===== src/rtl/lpk_pkg.sv =====
package lpk_pkg;

  // Link lane width: one byte moves per strobe.
  localparam int unsigned LPK_LANE_W = 8;

  typedef enum logic {
    LPK_RX = 1'b0,
    LPK_TX = 1'b1
  } lpk_dir_e;

  // Number of lane transfers that make up a word of the given width.
  function automatic int unsigned lpk_beats(input int unsigned word_w);
    return word_w / LPK_LANE_W;
  endfunction

endpackage


===== src/rtl/lpk_wbuf.sv =====
module lpk_wbuf #(
  parameter int unsigned W     = 48,
  parameter int unsigned DEPTH = 2
) (
  input  logic         clk,
  input  logic         rst_n,
  input  logic         push,
  input  logic [W-1:0] din,
  input  logic         pop,
  output logic [W-1:0] head,
  output logic         empty,
  output logic         full
);

  localparam int unsigned PW = (DEPTH > 1) ? $clog2(DEPTH) : 1;
  localparam int unsigned CW = $clog2(DEPTH + 1);
  localparam logic [PW-1:0] PTR_LAST = PW'(DEPTH - 1);
  localparam logic [CW-1:0] CNT_FULL = CW'(DEPTH);

  logic [PW-1:0]      wptr_q, wptr_d;
  logic [PW-1:0]      rptr_q, rptr_d;
  logic [CW-1:0]      cnt_q,  cnt_d;
  logic [DEPTH*W-1:0] slots;

  // Next-state logic for pointers and occupancy.
  always_comb begin
    wptr_d = wptr_q;
    rptr_d = rptr_q;
    cnt_d  = cnt_q;
    if (push) begin
      wptr_d = (wptr_q == PTR_LAST) ? '0 : wptr_q + 1'b1;
    end
    if (pop) begin
      rptr_d = (rptr_q == PTR_LAST) ? '0 : rptr_q + 1'b1;
    end
    case ({push, pop})
      2'b10:   cnt_d = cnt_q + 1'b1;
      2'b01:   cnt_d = cnt_q - 1'b1;
      default: cnt_d = cnt_q;
    endcase
  end

  always_ff @(posedge clk or negedge rst_n) begin
    if (!rst_n) begin
      wptr_q <= '0;
      rptr_q <= '0;
      cnt_q  <= '0;
    end else begin
      wptr_q <= wptr_d;
      rptr_q <= rptr_d;
      cnt_q  <= cnt_d;
    end
  end

  // One word register per slot, each with its own load enable.
  for (genvar s = 0; s < DEPTH; s++) begin : g_slot
    logic         load;
    logic [W-1:0] word_q;

    assign load = push && (wptr_q == PW'(s));

    always_ff @(posedge clk or negedge rst_n) begin
      if (!rst_n) begin
        word_q <= '0;
      end else if (load) begin
        word_q <= din;
      end
    end

    assign slots[s*W +: W] = word_q;
  end

  assign head  = slots[int'(rptr_q)*W +: W];
  assign empty = (cnt_q == '0);
  assign full  = (cnt_q == CNT_FULL);


  wbuf_overflow_chk: assert property (@(posedge clk) disable iff (!rst_n)
    (push && full) |-> pop);


  wbuf_underflow_chk: assert property (@(posedge clk) disable iff (!rst_n)
    pop |-> !empty);


  wbuf_count_step_chk: assert property (@(posedge clk) disable iff (!rst_n)
    (push && !pop) |=> !empty);

endmodule


===== src/rtl/lpk_tx_unpack.sv =====
module lpk_tx_unpack #(
  parameter int unsigned WIDE_W   = 48,
  parameter int unsigned NARROW_W = 32
) (
  input  logic                          clk,
  input  logic                          rst_n,
  input  logic                          run,
  input  logic                          flush,
  input  logic                          wide,
  input  logic [WIDE_W-1:0]             word,
  input  logic                          word_ok,
  input  logic                          ack_i,
  output logic                          take,
  output logic                          stb_o,
  output logic [lpk_pkg::LPK_LANE_W-1:0] dat_o
);

  import lpk_pkg::*;

  localparam int unsigned NB_WIDE   = lpk_beats(WIDE_W);
  localparam int unsigned NB_NARROW = lpk_beats(NARROW_W);
  localparam int unsigned IDX_W     = $clog2(NB_WIDE);
  localparam logic [IDX_W-1:0] LAST_WIDE   = IDX_W'(NB_WIDE - 1);
  localparam logic [IDX_W-1:0] LAST_NARROW = IDX_W'(NB_NARROW - 1);

  logic [IDX_W-1:0]      idx_q, idx_d;
  logic [IDX_W-1:0]      last_idx;
  logic                  fire;
  logic                  at_last;
  logic                  stb_d;
  logic                  dat_en;
  logic [LPK_LANE_W-1:0] dat_d;

  assign last_idx = wide ? LAST_WIDE : LAST_NARROW;
  assign fire     = run && word_ok && ack_i;
  assign at_last  = (idx_q == last_idx);
  // Release the head word after its last byte, or drop it when a
  // configuration change catches it half sent.
  assign take     = (fire && at_last) || (flush && (idx_q != '0));

  always_comb begin
    idx_d  = idx_q;
    stb_d  = fire;
    dat_en = fire;
    dat_d  = word[int'(idx_q)*LPK_LANE_W +: LPK_LANE_W];
    if (flush) begin
      idx_d = '0;
    end else if (fire) begin
      idx_d = at_last ? '0 : idx_q + 1'b1;
    end
  end

  always_ff @(posedge clk or negedge rst_n) begin
    if (!rst_n) begin
      idx_q <= '0;
      stb_o <= 1'b0;
    end else begin
      idx_q <= idx_d;
      stb_o <= stb_d;
    end
  end

  always_ff @(posedge clk or negedge rst_n) begin
    if (!rst_n) begin
      dat_o <= '0;
    end else if (dat_en) begin
      dat_o <= dat_d;
    end
  end


  tx_stb_after_ack_chk: assert property (@(posedge clk) disable iff (!rst_n)
    stb_o |-> ($past(ack_i) && $past(run)));


  tx_idx_bound_chk: assert property (@(posedge clk) disable iff (!rst_n)
    !flush |-> (idx_q <= last_idx));

endmodule


===== src/rtl/lpk_rx_pack.sv =====
module lpk_rx_pack #(
  parameter int unsigned WIDE_W   = 48,
  parameter int unsigned NARROW_W = 32
) (
  input  logic                           clk,
  input  logic                           rst_n,
  input  logic                           run,
  input  logic                           flush,
  input  logic                           wide,
  input  logic                           stb_i,
  input  logic [lpk_pkg::LPK_LANE_W-1:0] dat_i,
  output logic                           done,
  output logic [WIDE_W-1:0]              word
);

  import lpk_pkg::*;

  localparam int unsigned NB_WIDE   = lpk_beats(WIDE_W);
  localparam int unsigned NB_NARROW = lpk_beats(NARROW_W);
  localparam int unsigned IDX_W     = $clog2(NB_WIDE);
  localparam logic [IDX_W-1:0] LAST_WIDE   = IDX_W'(NB_WIDE - 1);
  localparam logic [IDX_W-1:0] LAST_NARROW = IDX_W'(NB_NARROW - 1);

  logic [IDX_W-1:0]  idx_q, idx_d;
  logic [IDX_W-1:0]  last_idx;
  logic [WIDE_W-1:0] asm_q, asm_d;
  logic              accept;
  logic              at_last;

  assign last_idx = wide ? LAST_WIDE : LAST_NARROW;
  assign accept   = run && stb_i;
  assign at_last  = (idx_q == last_idx);
  assign done     = accept && at_last;
  assign word     = asm_d;

  // A fresh word starts from zero so narrow words carry a clear top.
  always_comb begin
    asm_d = (idx_q == '0) ? '0 : asm_q;
    asm_d[int'(idx_q)*LPK_LANE_W +: LPK_LANE_W] = dat_i;
    idx_d = idx_q;
    if (flush) begin
      idx_d = '0;
    end else if (accept) begin
      idx_d = at_last ? '0 : idx_q + 1'b1;
    end
  end

  always_ff @(posedge clk or negedge rst_n) begin
    if (!rst_n) begin
      idx_q <= '0;
    end else begin
      idx_q <= idx_d;
    end
  end

  always_ff @(posedge clk or negedge rst_n) begin
    if (!rst_n) begin
      asm_q <= '0;
    end else if (accept) begin
      asm_q <= asm_d;
    end
  end

  if (WIDE_W > NARROW_W) begin : g_narrow_chk

    rx_narrow_top_zero_chk: assert property (@(posedge clk) disable iff (!rst_n)
      (done && !wide) |-> (word[WIDE_W-1:NARROW_W] == '0));
  end


  rx_flush_restart_chk: assert property (@(posedge clk) disable iff (!rst_n)
    (flush && !accept) |=> !done);

endmodule


===== src/rtl/linkport_packer.sv =====
module linkport_packer #(
  parameter int unsigned WIDE_W   = 48,
  parameter int unsigned NARROW_W = 32,
  parameter int unsigned DEPTH    = 2
) (
  input  logic                           clk,
  input  logic                           rst_n,
  input  logic                           dir_tx,
  input  logic                           wide48,
  input  logic                           wr_valid,
  output logic                           wr_ready,
  input  logic [WIDE_W-1:0]              wr_data,
  output logic                           rd_valid,
  input  logic                           rd_ready,
  output logic [WIDE_W-1:0]              rd_data,
  output logic                           lk_stb_o,
  output logic [lpk_pkg::LPK_LANE_W-1:0] lk_dat_o,
  input  logic                           lk_ack_i,
  input  logic                           lk_stb_i,
  input  logic [lpk_pkg::LPK_LANE_W-1:0] lk_dat_i,
  output logic                           lk_ack_o,
  output logic                           tx_empty,
  output logic                           tx_full,
  output logic                           rx_empty,
  output logic                           rx_full
);

  import lpk_pkg::*;

  // Asynchronous assertion, synchronous release.
  logic [1:0] rst_sync_q;
  logic       rst_ni;

  always_ff @(posedge clk or negedge rst_n) begin
    if (!rst_n) begin
      rst_sync_q <= '0;
    end else begin
      rst_sync_q <= {rst_sync_q[0], 1'b1};
    end
  end

  assign rst_ni = rst_sync_q[1];

  // Configuration tracking: a mismatch marks a change cycle.
  lpk_dir_e dir_now, dir_q;
  logic     wide_q;
  logic     cfg_chg;

  assign dir_now = lpk_dir_e'(dir_tx);
  assign cfg_chg = (dir_now != dir_q) || (wide48 != wide_q);

  always_ff @(posedge clk or negedge rst_ni) begin
    if (!rst_ni) begin
      dir_q  <= LPK_RX;
      wide_q <= 1'b0;
    end else begin
      dir_q  <= dir_now;
      wide_q <= wide48;
    end
  end

  // Transmit path
  logic              tx_push;
  logic              tx_pop;
  logic [WIDE_W-1:0] tx_head;
  logic              tx_run;

  assign wr_ready = (dir_now == LPK_TX) && !tx_full;
  assign tx_push  = wr_valid && wr_ready;
  assign tx_run   = (dir_now == LPK_TX) && !cfg_chg;

  lpk_wbuf #(.W(WIDE_W), .DEPTH(DEPTH)) u_tx_buf (
    .clk   (clk),
    .rst_n (rst_ni),
    .push  (tx_push),
    .din   (wr_data),
    .pop   (tx_pop),
    .head  (tx_head),
    .empty (tx_empty),
    .full  (tx_full)
  );

  lpk_tx_unpack #(.WIDE_W(WIDE_W), .NARROW_W(NARROW_W)) u_tx_unpack (
    .clk     (clk),
    .rst_n   (rst_ni),
    .run     (tx_run),
    .flush   (cfg_chg),
    .wide    (wide48),
    .word    (tx_head),
    .word_ok (!tx_empty),
    .ack_i   (lk_ack_i),
    .take    (tx_pop),
    .stb_o   (lk_stb_o),
    .dat_o   (lk_dat_o)
  );

  // Receive path
  logic              rx_run;
  logic              rx_done;
  logic [WIDE_W-1:0] rx_word;
  logic              rx_pop;

  assign rx_run   = (dir_now == LPK_RX) && !cfg_chg;
  assign lk_ack_o = rx_run && !rx_full;
  assign rx_pop   = rd_valid && rd_ready;
  assign rd_valid = !rx_empty;

  lpk_rx_pack #(.WIDE_W(WIDE_W), .NARROW_W(NARROW_W)) u_rx_pack (
    .clk   (clk),
    .rst_n (rst_ni),
    .run   (rx_run),
    .flush (cfg_chg),
    .wide  (wide48),
    .stb_i (lk_stb_i),
    .dat_i (lk_dat_i),
    .done  (rx_done),
    .word  (rx_word)
  );

  lpk_wbuf #(.W(WIDE_W), .DEPTH(DEPTH)) u_rx_buf (
    .clk   (clk),
    .rst_n (rst_ni),
    .push  (rx_done),
    .din   (rx_word),
    .pop   (rx_pop),
    .head  (rd_data),
    .empty (rx_empty),
    .full  (rx_full)
  );


  rx_mode_quiet_chk: assert property (@(posedge clk) disable iff (!rst_ni)
    !$past(dir_tx) |-> !lk_stb_o);


  rd_hold_chk: assert property (@(posedge clk) disable iff (!rst_ni)
    (rd_valid && !rd_ready) |=> (rd_valid && $stable(rd_data)));


  ack_full_chk: assert property (@(posedge clk) disable iff (!rst_ni)
    (rx_full && !rd_ready) |=> !lk_ack_o);


  tx_mode_no_ack_chk: assert property (@(posedge clk) disable iff (!rst_ni)
    dir_tx |-> !lk_ack_o);

endmodule


===== config.mk =====
export PLATFORM = sky130hd
export DESIGN_NAME = linkport_packer
export DESIGN_NICKNAME = d
export VERILOG_FILES = /design/src/rtl/lpk_pkg.sv /design/src/rtl/lpk_wbuf.sv /design/src/rtl/lpk_tx_unpack.sv /design/src/rtl/lpk_rx_pack.sv /design/src/rtl/linkport_packer.sv
export SDC_FILE = /design/constraint.sdc
export NUM_CORES = 1
export LEC_CHECK = 0
export ABC_CLOCK_PERIOD_IN_PS = 13200
export CORE_MARGIN = 2
export CORE_UTILIZATION = 40
export DETAILED_ROUTE_END_ITERATION = 6
export REMOVE_ABC_BUFFERS = 1
export SKIP_LAST_GASP = 1
export SLEW_MARGIN = 15
export SYNTH_ARGS = -nofsm -noshare
export SYNTH_HDL_FRONTEND = slang
export SYNTH_HIERARCHICAL = 1
export SYNTH_SLANG_ARGS = --single-unit

===== constraint.sdc =====
create_clock -name clk -period 13.2 [get_ports clk]
set_clock_uncertainty 0.1 [all_clocks]
set_input_delay 2.64 -clock clk [delete_from_list [all_inputs] [get_ports clk]]
set_output_delay 2.64 -clock clk [all_outputs]
set_load 0.02 [all_outputs]

; ---- Word level (Yosys, flattened, before mapping)
; Cells that the tools add are included.
[word_totals]
word_cells = 95
output_inout_bits = 64
register_bits = 267
inputBits = 64
[classes]
add_sub_neg = 11
bitwise_logic = 3
shifts = 5
muxes = 15
mul = 2
n_reduce_logical = 31
eq_ne = 10
[ops]
columns = op, count
row1 = indexed part select 96 x 8 -> 48 bit, 2
row2 = bitwise mux 48 bit, 1
row3 = 2-to-1 mux 48 bit, 1
row4 = "variable shift 8 x 34 -> 48 bit, first input constant", 1
row5 = indexed part select 48 x 7 -> 8 bit, 1
row6 = indexed part select 8 x 34 -> 48 bit, 1
row7 = negator 6 -> 34 bit, 1
row8 = 2-to-1 mux 3 bit, 7
row9 = logical AND 1 bit, 16
row10 = "equality test 2 bit, second input constant", 4
row11 = case mux 2 bit (2 select lines), 2
row12 = nonzero test 2 bit, 4
row13 = "adder 3 x 1 -> 3 bit, second input constant", 2
row14 = equality test 3 bit, 2
row15 = "multiplier 1 x 2 -> 3 bit, second input constant", 2
row16 = logical NOT 1 bit, 5
row17 = "adder 1 bit, second input constant", 4
row18 = "adder 2 x 1 -> 2 bit, second input constant", 2
row19 = "equality test 2 x 1 -> 1 bit, second input constant", 2
row20 = logical NOT 2 bit, 2
row21 = 2-to-1 mux 1 bit, 4
row22 = "subtractor 2 x 1 -> 2 bit, second input constant", 2
row23 = logical NOT 3 bit, 1
row24 = inverter 1 bit, 3
row25 = 3 further kinds, 5

; ---- Depth between registers and ports, before layout
[logic_depth]
depth_word = 10
mapped_depth = 11
ltp_nobuf = 9

; ---- Modules after synthesis
; Netlist, hierarchy kept.
[by_module_without_submodules]
columns = mod, n_inst, area_each_um2, seq_area_each_um2, cells_each
row1 = lpk_wbuf, 2, 4398.0, 2502.4, 271
row2 = lpk_rx_pack, 1, 3086.7, 1276.2, 333
row3 = lpk_tx_unpack, 1, 887.1, 300.3, 80
row4 = linkport_packer, 1, 185.2, 100.1, 17

; ---- Least setup slack after synthesis
; OpenSTA, ideal clock, no wires.
[synth_path]
path_type = input to output
startpoint = input port dir_tx
endpoint = output port lk_ack_o
path_buffers = 0
cell_stages = 2
t_required_ns = 10.460
arrival_ns = 3.151
path_slack_ns = 7.309
path_cell_list = or2_4 -> nor3_2
[synth_via]
elab_chain_cells = 5
elab_cells_between_ends = 6
classes_between = eq/ne (1) / bitwise (1) / reduce/logical (4)
[synth_rtl]
columns = item, line_no
row1 = start: declaration, linkport_packer.sv:8  ; input logic dir_tx,
row2 = != test 1 bit, linkport_packer.sv:50  ; assign cfg_chg = (dir_now != dir_q) || (wide48 != wide_q);
row3 = logical OR 1 bit, linkport_packer.sv:50
row4 = logical NOT 1 bit, linkport_packer.sv:103  ; assign rx_run = (dir_now == LPK_RX) && !cfg_chg;
row5 = logical AND 1 bit *, linkport_packer.sv:103
row6 = logical AND 1 bit *, linkport_packer.sv:104  ; assign lk_ack_o = rx_run && !rx_full;
row7 = end: declaration, linkport_packer.sv:21  ; output logic lk_ack_o,
; Mark *: on every way between the ends. The rest lies on a longest branch, timed or not.

; ---- Final worst setup path
[layout_path]
startpoint = input port wide48
endpoint = output port lk_ack_o
[layout_via]
elab_chain_cells = 5
[layout_rtl]
columns = item, line_no
row1 = start: declaration, linkport_packer.sv:9  ; input logic wide48,
row2 = != test 1 bit, linkport_packer.sv:50
row3 = logical OR 1 bit, linkport_packer.sv:50
row4 = logical NOT 1 bit, linkport_packer.sv:103
row5 = logical AND 1 bit, linkport_packer.sv:103
row6 = logical AND 1 bit, linkport_packer.sv:104
; No other way between the ends.

==> run_results.csv <==
group,metric,value,unit
status,status,"completed",
global_route,grt_pass1_vias,8311,
logic_synthesis,yosys-top-cells-area,"dfrtp_1, mux2_2, mux2_4, nand2_1, a22o_1",
cells_and_area,commonest_non_fill_non_tap_cell_in_the_layout,"dfrtp_1",
detailed_routing,aggregate_routed_wire_length,28600,um
timing,totalNegativeSetupSlack,0,ps
setup_path,capturing_element_type_of_the_critical_path,"output port",
setup_path,path_delay_family,"buffers and inverters",
setup_path,worstSetupPathType,"in2out",
power_and_ir_drop,vdd_drop_max,0.150,mV
power_and_ir_drop,switching_part_of_the_total_power,26.7,%
setup_path,critPathLaunchType,"input pin",
global_route,antenna_violations_before_repair,0,
die,floorplan.initialDensity,40.8,%
clock_tree,cts.root.buffer_cell,"clkbuf_16",
hold_path,timing.hold.worst.class,"reg2async",
setup_path,critPathMaxFanout,9,
cells_and_area,fin_util,48.3,%
detailed_routing,dr.pass1.iters,5,
timing,grt_setup_unrepaired,"no",
global_route,global_route_wire_length_before_repair,46900,um
clock_tree,clock_tree_from_tritoncts,"yes",
logic_synthesis,syn_area,13000,um^2
power_and_ir_drop,seqPwrFrac,42.6,%
die,io_pins,128,
cells_and_area,antennaDiodeCount,0,
clock_tree,cts_max_path_buffers,3,
timing,fmax,140,MHz
logic_synthesis,synth_cell_types,57,
timing,timing.final.crit_period,7130,ps
cells_and_area,synthToLayoutAreaGrowth,18.4,%
detailed_routing,detailroute.via_count,8000,
clock_tree,cts-hold-fix-buffers,0,
power_and_ir_drop,clkPwrFrac,30.8,%
logic_synthesis,synth_warnings,6,
logic_synthesis,syn-mean-instance-area,13.3,um^2
clock_tree,total_clock_buffers_created_by_cts,29,
timing,slew_headroom,24.9,%
timing,period_share,54.0,%
setup_path,crit_path_cell_trace,"clkdlybuf4s50_1 -> xor2_2 -> nor3_2 -> clkdlybuf4s50_1",
timing,setup-violations-final,0,
placement,globalplace.congestion,0.741,
logic_synthesis,ys_dominant_reg_cell,"dfrtp_1",
setup_path,crit_path_top_delay_cell,"clkdlybuf4s50_1",
cells_and_area,multiInputGateArea,5780,um^2
clock_tree,clock_sink_count,267,
detailed_routing,routed_via_density,5.37,
clock_tree,cts_post_setup_buffers_inserted,0,
setup_path,r2r_setup_slack,9090,ps
global_route,grt_busiest_layer,"met2",
setup_path,worst_path_largest_cell_delay,700,ps
power_and_ir_drop,net-switching-power,0.694,mW
setup_path,worstPathBufferInverterCount,2,
cells_and_area,fillerInstances,2841,
logic_synthesis,synth_sequential_area_ratio,51.6,%
clock_tree,cts.repair.resized,0,
logic_synthesis,syn-instance-count,972,
clock_tree,insertion_delay,530,ps
clock_tree,clock_pin_slew_on_the_worst_setup_and_hold_paths,60,ps
cells_and_area,most-common-layout-cells,"dfrtp_1, mux2_2, clkdlybuf4s50_1",
detailed_routing,antenna_violation_net_count_after_detailed_routing,0,
die,core_region_area,31700,um^2
cells_and_area,layout.nets,1140,
global_route,largest_net_degree_at_the_start_of_global_routing,168,
cells_and_area,regArea,6690,um^2
run,timing.max_cap.violations,0,
logic_synthesis,synth-seq-cells,267,
logic_synthesis,synth_enable_flop_cells,0,
clock_tree,htree_num_levels,1,
timing,postLayoutSetupSlackWorst,6070,ps
global_route,total_global_routing_track_utilization,17.3,%
power_and_ir_drop,power.static_leakage,6.87,nW
die,fp.dieH,184,um
setup_path,timing.critical_path.mode_cell,"clkdlybuf4s50_1",
power_and_ir_drop,power_frac_comb,26.6,%
placement,place_ws,6070,ps
setup_path,timing.critical_path.required,10460,ps
setup_path,crit_arrival,4390,ps
timing,timing.hold.ws,144,ps
global_route,grt_use_met2,27.5,%
detailed_routing,detailed_route_iter0_violations,561,
die,chip_width,184,um
cells_and_area,drive_gt1_share,35.4,%
global_route,total_overflow_reported_by_the_global_router,0,
detailed_routing,remaining_drc_errors,0,
power_and_ir_drop,power_report.internal_total,1.90,mW
placement,post-dp-hpwl,17400,um
die,rows,65,
timing,worstMarginPinSlew,1120,ps
logic_synthesis,synth_async_sr_flop_share,100,%
global_route,grt.met1_usage,25.2,%
placement,io_buffer_count,127,
logic_synthesis,most_area_hungry_cell_type_in_the_yosys_netlist,"dfrtp_1",
timing,final_max_slew_viol_count,0,
detailed_routing,avgRoutedWirePerCell,19.2,um
logic_synthesis,yosysTopAreaCellShare,51.6,%
die,die_area,33800,um^2
power_and_ir_drop,p_per_area,169,nW/um^2
timing,hold_viol_final,0,
global_route,grt_use_met3,2.36,%
[power by group through the flow]
stage               clock (mW)  sequential (mW)  combinational, mW
floorplan                    0             1.15              0.467
global placement             0             1.11              0.691
detailed placement           0             1.12              0.700
CTS                      0.827             1.11              0.702
global route             0.863             1.13              0.751
finish                   0.800             1.11              0.691
[cells in the mapped netlist (11+ instances only)]
cell type / count
a21oi_1: 11
a22o_1: 29
buf_2: 33
buf_6: 17
clkbuf_1: 18
dfrtp_1: 267
mux2_1: 14
mux2_2: 252
mux2_4: 40
nand2_1: 71
nand3_1: 19
nor2_1: 19
nor2b_1: 15
o21ai_0: 26
[state kept, by name, summed over array words and instances, names as in the netlist]
| name | count |
|---|---|
| dir_q | 1 |
| rst_sync_q | 2 |
| u_rx_buf/cnt_q | 2 |
| u_rx_buf/g_slot.word_q | 96 |
| u_rx_buf/rptr_q | 1 |
| u_rx_buf/wptr_q | 1 |
| u_rx_pack/asm_q | 48 |
| u_rx_pack/idx_q | 3 |
| u_tx_buf/cnt_q | 2 |
| u_tx_buf/g_slot.word_q | 96 |
| u_tx_buf/rptr_q | 1 |
| u_tx_buf/wptr_q | 1 |
| u_tx_unpack/dat_o | 8 |
| u_tx_unpack/idx_q | 3 |
| u_tx_unpack/stb_o | 1 |
| wide_q | 1 |
[through the flow]
step	area, um^2	total power, mW	cells
2_1_floorplan	12500	1.62	898
3_3_place_gp	14400	1.80	1439
3_5_place_dp	14400	1.82	1439
4_1_cts	15300	2.64	1489
5_1_grt	15300	2.75	1489
6_report	15300	2.60	1489
[path summary, 6_finish.rpt]
kind | from | to | depth (start not counted)
worst min register to register | rst_sync_q[1] | u_tx_buf/g_slot[1].word_q[1] | 0
max in group asynchronous | rst_n | rst_sync_q[1] | 1
worst max-delay path | wide48 | lk_ack_o | 4
min in group clk | rst_sync_q[0] | rst_sync_q[1] | 0
worst max register to register | wide_q | u_rx_buf/g_slot[1].word_q[31] | 7
worst min-delay path | rst_sync_q[1] | u_tx_buf/g_slot[1].word_q[1] | 0
[per-layer routing]
metal  part of all wire [%]  up-vias
li1                       -     3698
met1                     48     4116
met2                     47      154
met3                    4.0       32
met4                    1.5        0
met5                      0        -
[area by class of cell]
type | instances | share of cell area (%)
Inverter | 12 | 0.294
Tap cell | 402 | 3.28
Multi-Input combinational cell | 619 | 37.7
Timing Repair Buffer | 139 | 8.96
Clock inverter | 7 | 0.555
Clock buffer | 43 | 5.60
Sequential cell | 267 | 43.6
[cell families (layout without fill, tap and decap cells)]
kind of cell / count (synthesis) / in the layout / share of synthesized area (%)
multiplexers: 314 / 314 / 29.1
AO/OA/AOI/OAI: 114 / 114 / 6.68
other: 1 / 1 / 0.0289
buffers and inverters: 86 / 201 / 3.91
adder cells (fa/ha/maj): 8 / 8 / 0.773
XOR/XNOR: 14 / 14 / 1.00
flip-flops: 267 / 267 / 51.6
AND/OR/NAND/NOR: 168 / 168 / 6.88
[worst reg2reg max path, delay by kind of cell, from the launching register on]
kind | cells | cell delay [ps]
AOI/OAI and AO/OA | 1 | 770
xor gates and xnor gates | 1 | 210
and+or+nand+nor | 3 | 1680
muxes | 1 | 360
DFF | 1 | 400
buffers and inverters | 1 | 480
Power figures use the tool's default switching activity.
